==> src/rtl/fxmac_pkg.sv <==
package fxmac_pkg;
   typedef enum logic [1:0] {
      OP_LOAD = 2'b00,
      OP_ADD  = 2'b01,
      OP_SUB  = 2'b10,
      OP_HOLD = 2'b11
   } fxmac_op_e;
endpackage

==> src/rtl/fxmac_mul.sv <==
// Multiplies two operands, each one independently signed or unsigned.
module fxmac_mul #(
   parameter int DATA_W = 32,
   localparam int PROD_W = 2 * DATA_W
) (
   input  logic [DATA_W-1:0] a,
   input  logic [DATA_W-1:0] b,
   input  logic              a_signed,
   input  logic              b_signed,
   output logic [PROD_W-1:0] prod,
   output logic              prod_signed
);
   logic signed [DATA_W:0]   a_x;
   logic signed [DATA_W:0]   b_x;
   logic signed [PROD_W+1:0] full;

   // One guard bit per operand lets one signed multiplier cover all four cases
   assign a_x         = {a_signed & a[DATA_W-1], a};
   assign b_x         = {b_signed & b[DATA_W-1], b};
   assign full        = a_x * b_x;
   assign prod        = full[PROD_W-1:0];
   assign prod_signed = a_signed | b_signed;
endmodule

==> src/rtl/fxmac_norm.sv <==
// Applies the one-bit left shift to signed-by-signed fractional products.
module fxmac_norm #(
   parameter int DATA_W = 32,
   parameter bit SHIFT_EN = 1'b1,
   localparam int PROD_W = 2 * DATA_W
) (
   input  logic [PROD_W-1:0] prod_in,
   input  logic              both_signed,
   input  logic              frac,
   output logic [PROD_W-1:0] prod_out,
   output logic              fsn
);
   generate
      if (SHIFT_EN) begin : g_shift
         logic do_shift;
         assign do_shift = both_signed & frac;
         assign prod_out = do_shift ? {prod_in[PROD_W-2:0], 1'b0} : prod_in;
         // The two top bits differ only for most-negative squared
         assign fsn      = do_shift & (prod_in[PROD_W-1] ^ prod_in[PROD_W-2]);
      end else begin : g_pass
         assign prod_out = prod_in;
         assign fsn      = 1'b0;
      end
   endgenerate
endmodule

==> src/rtl/fxmac_acc.sv <==
// Extends the product and holds the wrapping accumulator and its flags.
module fxmac_acc
   import fxmac_pkg::*;
#(
   parameter int PROD_W = 64,
   parameter int ACC_W  = 80,
   localparam int EXT_W = ACC_W - PROD_W
) (
   input  logic              clk,
   input  logic              rst_n,
   input  logic              valid,
   input  logic [1:0]        op,
   input  logic [PROD_W-1:0] prod,
   input  logic              prod_signed,
   input  logic              fsn_in,
   output logic [ACC_W-1:0]  acc,
   output logic              ovf,
   output logic              fsn
);
   logic [ACC_W-1:0] ext;
   logic [ACC_W-1:0] sum;
   logic [ACC_W-1:0] dif;
   logic             ovf_add;
   logic             ovf_sub;
   fxmac_op_e        op_e;

   assign op_e = fxmac_op_e'(op);
   assign ext  = {{EXT_W{prod_signed & prod[PROD_W-1]}}, prod};
   assign sum  = acc + ext;
   assign dif  = acc - ext;

   // Signed overflow: the operand signs permit it and the result sign breaks it
   assign ovf_add = (acc[ACC_W-1] == ext[ACC_W-1]) && (sum[ACC_W-1] != acc[ACC_W-1]);
   assign ovf_sub = (acc[ACC_W-1] != ext[ACC_W-1]) && (dif[ACC_W-1] != acc[ACC_W-1]);

   always_ff @(posedge clk or negedge rst_n) begin
      if (!rst_n) begin
         acc <= '0;
         ovf <= 1'b0;
         fsn <= 1'b0;
      end else if (valid) begin
         case (op_e)
            OP_LOAD: begin
               acc <= ext;
               ovf <= 1'b0;
               fsn <= fsn_in;
            end
            OP_ADD: begin
               acc <= sum;
               ovf <= ovf | ovf_add;
               fsn <= fsn_in;
            end
            OP_SUB: begin
               acc <= dif;
               ovf <= ovf | ovf_sub;
               fsn <= fsn_in;
            end
            default: begin
               acc <= acc;
               ovf <= ovf;
               fsn <= fsn;
            end
         endcase
      end
   end
endmodule

==> src/rtl/fxmac_unit.sv <==
module fxmac_unit #(
   parameter int DATA_W   = 32,
   parameter int ACC_W    = 80,
   parameter bit SHIFT_EN = 1'b1,
   localparam int PROD_W  = 2 * DATA_W
) (
   input  logic              clk,
   input  logic              rst_n,
   input  logic              valid_i,
   input  logic [1:0]        op_i,
   input  logic [DATA_W-1:0] a_i,
   input  logic [DATA_W-1:0] b_i,
   input  logic              a_signed_i,
   input  logic              b_signed_i,
   input  logic              frac_i,
   output logic [ACC_W-1:0]  acc_o,
   output logic              ovf_o,
   output logic              fsn_o
);
   generate
      if (DATA_W < 2) begin : g_bad_data
         $error("fxmac_unit: DATA_W must be at least 2");
      end
      if (ACC_W <= PROD_W) begin : g_bad_acc
         $error("fxmac_unit: ACC_W must exceed twice DATA_W");
      end
   endgenerate

   logic [PROD_W-1:0] raw_prod;
   logic [PROD_W-1:0] norm_prod;
   logic              prod_signed;
   logic              fsn_now;

   fxmac_mul #(.DATA_W(DATA_W)) u_mul (
      .a           (a_i),
      .b           (b_i),
      .a_signed    (a_signed_i),
      .b_signed    (b_signed_i),
      .prod        (raw_prod),
      .prod_signed (prod_signed)
   );

   fxmac_norm #(.DATA_W(DATA_W), .SHIFT_EN(SHIFT_EN)) u_norm (
      .prod_in     (raw_prod),
      .both_signed (a_signed_i & b_signed_i),
      .frac        (frac_i),
      .prod_out    (norm_prod),
      .fsn         (fsn_now)
   );

   fxmac_acc #(.PROD_W(PROD_W), .ACC_W(ACC_W)) u_acc (
      .clk         (clk),
      .rst_n       (rst_n),
      .valid       (valid_i),
      .op          (op_i),
      .prod        (norm_prod),
      .prod_signed (prod_signed),
      .fsn_in      (fsn_now),
      .acc         (acc_o),
      .ovf         (ovf_o),
      .fsn         (fsn_o)
   );
endmodule

==> config.mk <==
export PLATFORM = sky130hd
export DESIGN_NAME = fxmac_unit
export DESIGN_NICKNAME = d
export VERILOG_FILES = /design/src/rtl/fxmac_pkg.sv /design/src/rtl/fxmac_mul.sv /design/src/rtl/fxmac_norm.sv /design/src/rtl/fxmac_acc.sv /design/src/rtl/fxmac_unit.sv
export SDC_FILE = /design/constraint.sdc
export NUM_CORES = 2
export LEC_CHECK = 0
export BUFFER_PORTS_ARGS = -buffer_cell sky130_fd_sc_hd__buf_2
export CAP_MARGIN = 10
export CORE_ASPECT_RATIO = 2
export CORE_UTILIZATION = 57
export CTS_CLUSTER_DIAMETER = 120
export DETAILED_ROUTE_END_ITERATION = 16
export GPL_ROUTABILITY_DRIVEN = 0
export HOLD_SLACK_MARGIN = 0.06
export MAX_ROUTING_LAYER = met4
export PLACE_DENSITY = 0.77
export SLEW_MARGIN = 15
export SYNTH_ARGS = -nofsm -noshare
export SYNTH_HDL_FRONTEND = slang
export SYNTH_SLANG_ARGS = --single-unit
==> constraint.sdc <==
create_clock -name clk -period 4.6 [get_ports clk]
set_input_delay 0.69 -clock clk [delete_from_list [all_inputs] [get_ports clk]]
set_output_delay 0.69 -clock clk [all_outputs]
set_load 0.1 [all_outputs]
==> flow_summary.ini, run 1 <==
[clock_tree]
htree_levels = 3
cts-root-buf = clkbuf_16
clk_path_buf_depth = 2
cts_buffers = 9
clock-sinks = 82

[synth]
synth-compound-area-share_pct = 13.4
synthAdderAreaFrac_pct = 51.9
synthSimpleGateAreaFrac_pct = 16.5
synth-main-ff-cell = dfrtp_1
ys_warn_count = 0
ys_types = 86
synthXorXnorAreaFrac_pct = 1.90
synth_fp_nets = 7946
netlist_instances = 6370
synth-async-reset-ratio_pct = 100
synth_edf_count = 0
synth-seq-cells = 82
synth_area_mm2 = 0.0526
syn_avg_cell_area_um2 = 8.26
synth_mux_area_share_pct = 0.504
synth-seq-area-share_pct = 3.90
synth_top_family_by_area = adder cells

[timing]
worst_endpoint = u_acc.acc[77]$_DFFE_PN0P_/D
endpoint_type = register data pin

[grt]
grt_usage_pct = 64.2
overflow = 39
grt_max_degree = 62

[floorplan]
ioPinCount = 154
die_x_um = 217
start_util_pct = 57.5
num_rows = 157
die_h_um = 432

[place]
dp_hpwl_um = 166000
io_buffer_count = 153

[run_status]
lastStage = 5_1_grt
toolErrorMsg = [ERROR GRT-0232] Routing congestion too high. Check the congestion heatmap in the GUI.
outcome = did not finish
-- logic make-up after synthesis --
kind of cell,count (synthesis)
multiplexers,26
AND/OR/NAND/NOR,1905
XOR/XNOR,114
buffers and inverters,1664
AO/OA/AOI/OAI,1075
flip-flops,82
adder cells (fa/ha/maj),1504
-- metal layers --
layer / overflow / GRT usage [%]
met2: 18 / 85.3
met1: 1 / 59.3
met3: 1 / 40.7
met5: - / -
met4: 19 / 68.3
-- metrics by stage --
stage	cell area (um^2)	worst slack [ps]	setup TNS (ps)	hold WS [ps]	instances
floorplan	55100	-5650	-310700	394	6370
global placement	65200	-6660	-404350	457	8632
detailed placement	65200	-6770	-419850	468	8632
CTS	69900	-5700	-341560	437	8755
-- synth_stat cells (30+ instances only) --
cell type | n | area (um^2)
a211oi_1 | 30 | 225
a21o_1 | 67 | 503
a21oi_1 | 349 | 1750
a221oi_1 | 39 | 342
a31oi_1 | 38 | 238
and2_1 | 299 | 1870
and3_1 | 38 | 238
clkbuf_1 | 348 | 1310
dfrtp_1 | 82 | 2050
fa_1 | 1127 | 22600
ha_1 | 377 | 4720
inv_1 | 1298 | 4870
nand2_1 | 1007 | 3780
nand3_1 | 53 | 265
nand4_1 | 50 | 313
nor2_1 | 240 | 901
nor3_1 | 73 | 365
nor4_1 | 30 | 188
o21ai_0 | 188 | 941
o21bai_1 | 76 | 571
o31ai_1 | 43 | 323
xnor2_1 | 89 | 780
-- repair_timing --
| item | 4_1_cts |
|---|---|
| buffers inserted | 112 |
| gates cloned | 9 |
| setup endpoints to repair | 78 |
| resized for setup | 731 |
| hold buffers | 0 |
| pin swaps | 318 |
==> inputs of run 2 (changes only) <==
--- a/config.mk
+++ b/config.mk
@@ -7,14 +7,10 @@
 export LEC_CHECK = 0
 export BUFFER_PORTS_ARGS = -buffer_cell sky130_fd_sc_hd__buf_2
 export CAP_MARGIN = 10
-export CORE_ASPECT_RATIO = 2
-export CORE_UTILIZATION = 57
-export CTS_CLUSTER_DIAMETER = 120
+export CORE_UTILIZATION = 40
 export DETAILED_ROUTE_END_ITERATION = 16
 export GPL_ROUTABILITY_DRIVEN = 0
-export HOLD_SLACK_MARGIN = 0.06
-export MAX_ROUTING_LAYER = met4
-export PLACE_DENSITY = 0.77
+export PLACE_DENSITY_LB_ADDON = 0.15
 export SLEW_MARGIN = 15
 export SYNTH_ARGS = -nofsm -noshare
 export SYNTH_HDL_FRONTEND = slang
==> flow_summary.ini, run 2 <==
[synth]
synth_most_common_cell = inv_1
ys_warn_count = 0
synth_mux_area_share_pct = 0.504
synth_common_cells = inv_1 (1,298), fa_1 (1,127), nand2_1 (1,007)
synth-main-ff-cell = dfrtp_1
synthAdderAreaFrac_pct = 51.9
synth_fp_nets = 7946
synth_top_cell_by_area = fa_1
syn_avg_cell_area_um2 = 8.26
synth-seq-cells = 82
ys_types = 86
synthSimpleGateAreaFrac_pct = 16.5
synth-compound-area-share_pct = 13.4
synth_top_area_share_pct = 42.9
synth_area_mm2 = 0.0526
synth_area_leaders = fa_1 (43%), inv_1 (9.3%), ha_1 (9.0%)
synth-seq-area-share_pct = 3.90
synthXorXnorAreaFrac_pct = 1.90
synth_top_family_by_area = adder cells
synth_edf_count = 0
netlist_instances = 6370
synth-async-reset-ratio_pct = 100

[clock_tree]
hold_buffers = 0
cts_buffers = 9
clk_path_buf_depth = 2
clock-sinks = 82
worstSkewPairLatency_ps = 400
tritoncts = done
htree_levels = 3
cts-root-buf = clkbuf_16
clk_pin_slew_ps = 80

[worst_setup_path]
slowest_delay_ps = 620
crit_slowest_cell = fa_1
timing_worst_setup_path_type = in -> reg
cp-start-kind = input pin
arrival_ps = 10710
critPathBufInv = 8
critical_path.max_fanout = 3
end_kind = flip-flop
crit_family = adder cells
cp.required_ps = 4920
crit_top_cell = fa_1

[place]
io_buffer_count = 153
dp_hpwl_um = 161000

[floorplan]
start_util_pct = 40.5
core_area_mm2 = 0.130
num_rows = 132
die_area_mm2 = 0.133
die_x_um = 365
die_h_um = 365
ioPinCount = 154

[cells_and_area]
fill_cells = 11901
syn_to_final_growth_pct = 38.8
largest_reg_flops = 80
layout-drive-gt1-share_pct = 33.7
multi_input_area_mm2 = 0.0495
top_register = u_acc.acc
largest_registers = u_acc.acc x80, u_acc.fsn x1, u_acc.ovf x1
diodes = 0
mostFrequentLayoutCells = buf_4 (1,343), inv_1 (1,194), fa_1 (1,072)
seq_area_mm2 = 0.00205
nets = 9273
final_common_cell = buf_4

[grt]
grt_pass1_vias = 52179
overflow = 0
grt_pass1_wl_um = 301000
antenna_found_initial = 5
grt_max_degree = 61
grt_usage_pct = 29.3

[timing]
hold_viol = 0
worst_slack_ps = -5780
hold_slack_ps = 343
fin_crit_ps = 10380
rsz0062_at_grt = true
fin_crit_sh_pct = 226
setup_viol = 78
fin_skew_ps = 16.5
tns_ps = -354520
relSlewSlack_pct = 34.2
tightest_slew_ps = 984
finalMaxSlewViolations = 0
fmax_mhz = 96.3

[drt]
drc = 0
post_drt_wl_per_cell_um = 20.5
ant_nets = 0
via_per_inst = 5.26
drtIter0Drc = 3761
via_count = 49693
wl_um = 193000
firstDrtPassIters = 7

[run_status]
violations = setup timing
outcome = complete, but fails checks

[min_path]
hold_class = in -> async

[job]
maxCapViolations = 0
[run 2: cell counts after synthesis]
Identical to the previous run, type by type.
[run 2: routing by layer]
metal	routed length (um)	global-route usage [%]	up-vias
met5	50	0	-
met4	6100	7.66	8
met3	13600	4.62	301
met2	89300	48.2	1719
met1	84100	40.2	25138
li1	-	-	22527
[run 2: final timing paths]
| kind | startpoint | to | slack [ps] | depth (start not counted) |
|---|---|---|---|---|
| setup / recovery | a_signed_i | u_acc.acc[75]$_DFFE_PN0P_ | -5780 | 40 |
| hold / removal | rst_n | u_acc.acc[21]$_DFFE_PN0P_ | 340 | 1 |
| setup reg to reg | u_acc.acc[0]$_DFFE_PN0P_ | u_acc.acc[36]$_DFFE_PN0P_ | 210 | 17 |
| hold reg to reg | u_acc.fsn$_DFFE_PN0P_ | u_acc.fsn$_DFFE_PN0P_ | 510 | 2 |
| max in group asynchronous | rst_n | u_acc.acc[58]$_DFFE_PN0P_ | 3160 | 2 |
| min in group clk | u_acc.fsn$_DFFE_PN0P_ | u_acc.fsn$_DFFE_PN0P_ | 510 | 2 |
[run 2: area by class of cell]
cell class	instances	share of cell area, %
clock buffer	13	0.343
clock inverter	3	0.0206
inverter	1300	6.77
multi-input combinational	4624	67.8
sequential	82	2.81
tap	1742	2.99
timing repair buffer	1680	19.3
[run 2: worst register-to-register path, delay by kind of cell, from the launching register on]
kind | cells | cell delay, ps
AOI/OAI and AO/OA | 9 | 2170
DFF | 1 | 380
adders and majority gates | 2 | 660
xor gates and xnor gates | 1 | 170
and+or+nand+nor | 3 | 620
buffers and inverters | 2 | 290
[run 2: cell families (layout without fill, tap and decap cells)]
kind of cell | Yosys count | count (layout)
adder cells (fa/ha/maj) | 1504 | 1504
buffers and inverters | 1664 | 2996
flip-flops | 82 | 82
AO/OA/AOI/OAI | 1075 | 1075
multiplexers | 26 | 26
XOR/XNOR | 114 | 114
AND/OR/NAND/NOR | 1905 | 1905
[run 2: through the flow]
step                std cells  setup slack (ps)  utilization, %  area (um^2)
floorplan                6370             -5650               -        55100
global placement         9243             -6570            51.3        66700
detailed placement       9243             -6670            51.3        66700
CTS                      9381             -5680            54.7        71100
global route             9444             -6120            56.2        73000
finish                   9444             -5780            56.2        73000
[run 2: timing repair]
action	CTS	global route
gates cloned	7	6
gates resized for setup	660	322
pin swaps	330	260
endpoints found under the setup margin	78	78
setup buffers	124	64
endpoints found under the hold margin	0	0
Power of run 2 is not shown: default switching activity piles up to over one toggle a cycle in this logic, so the estimate is an artifact.
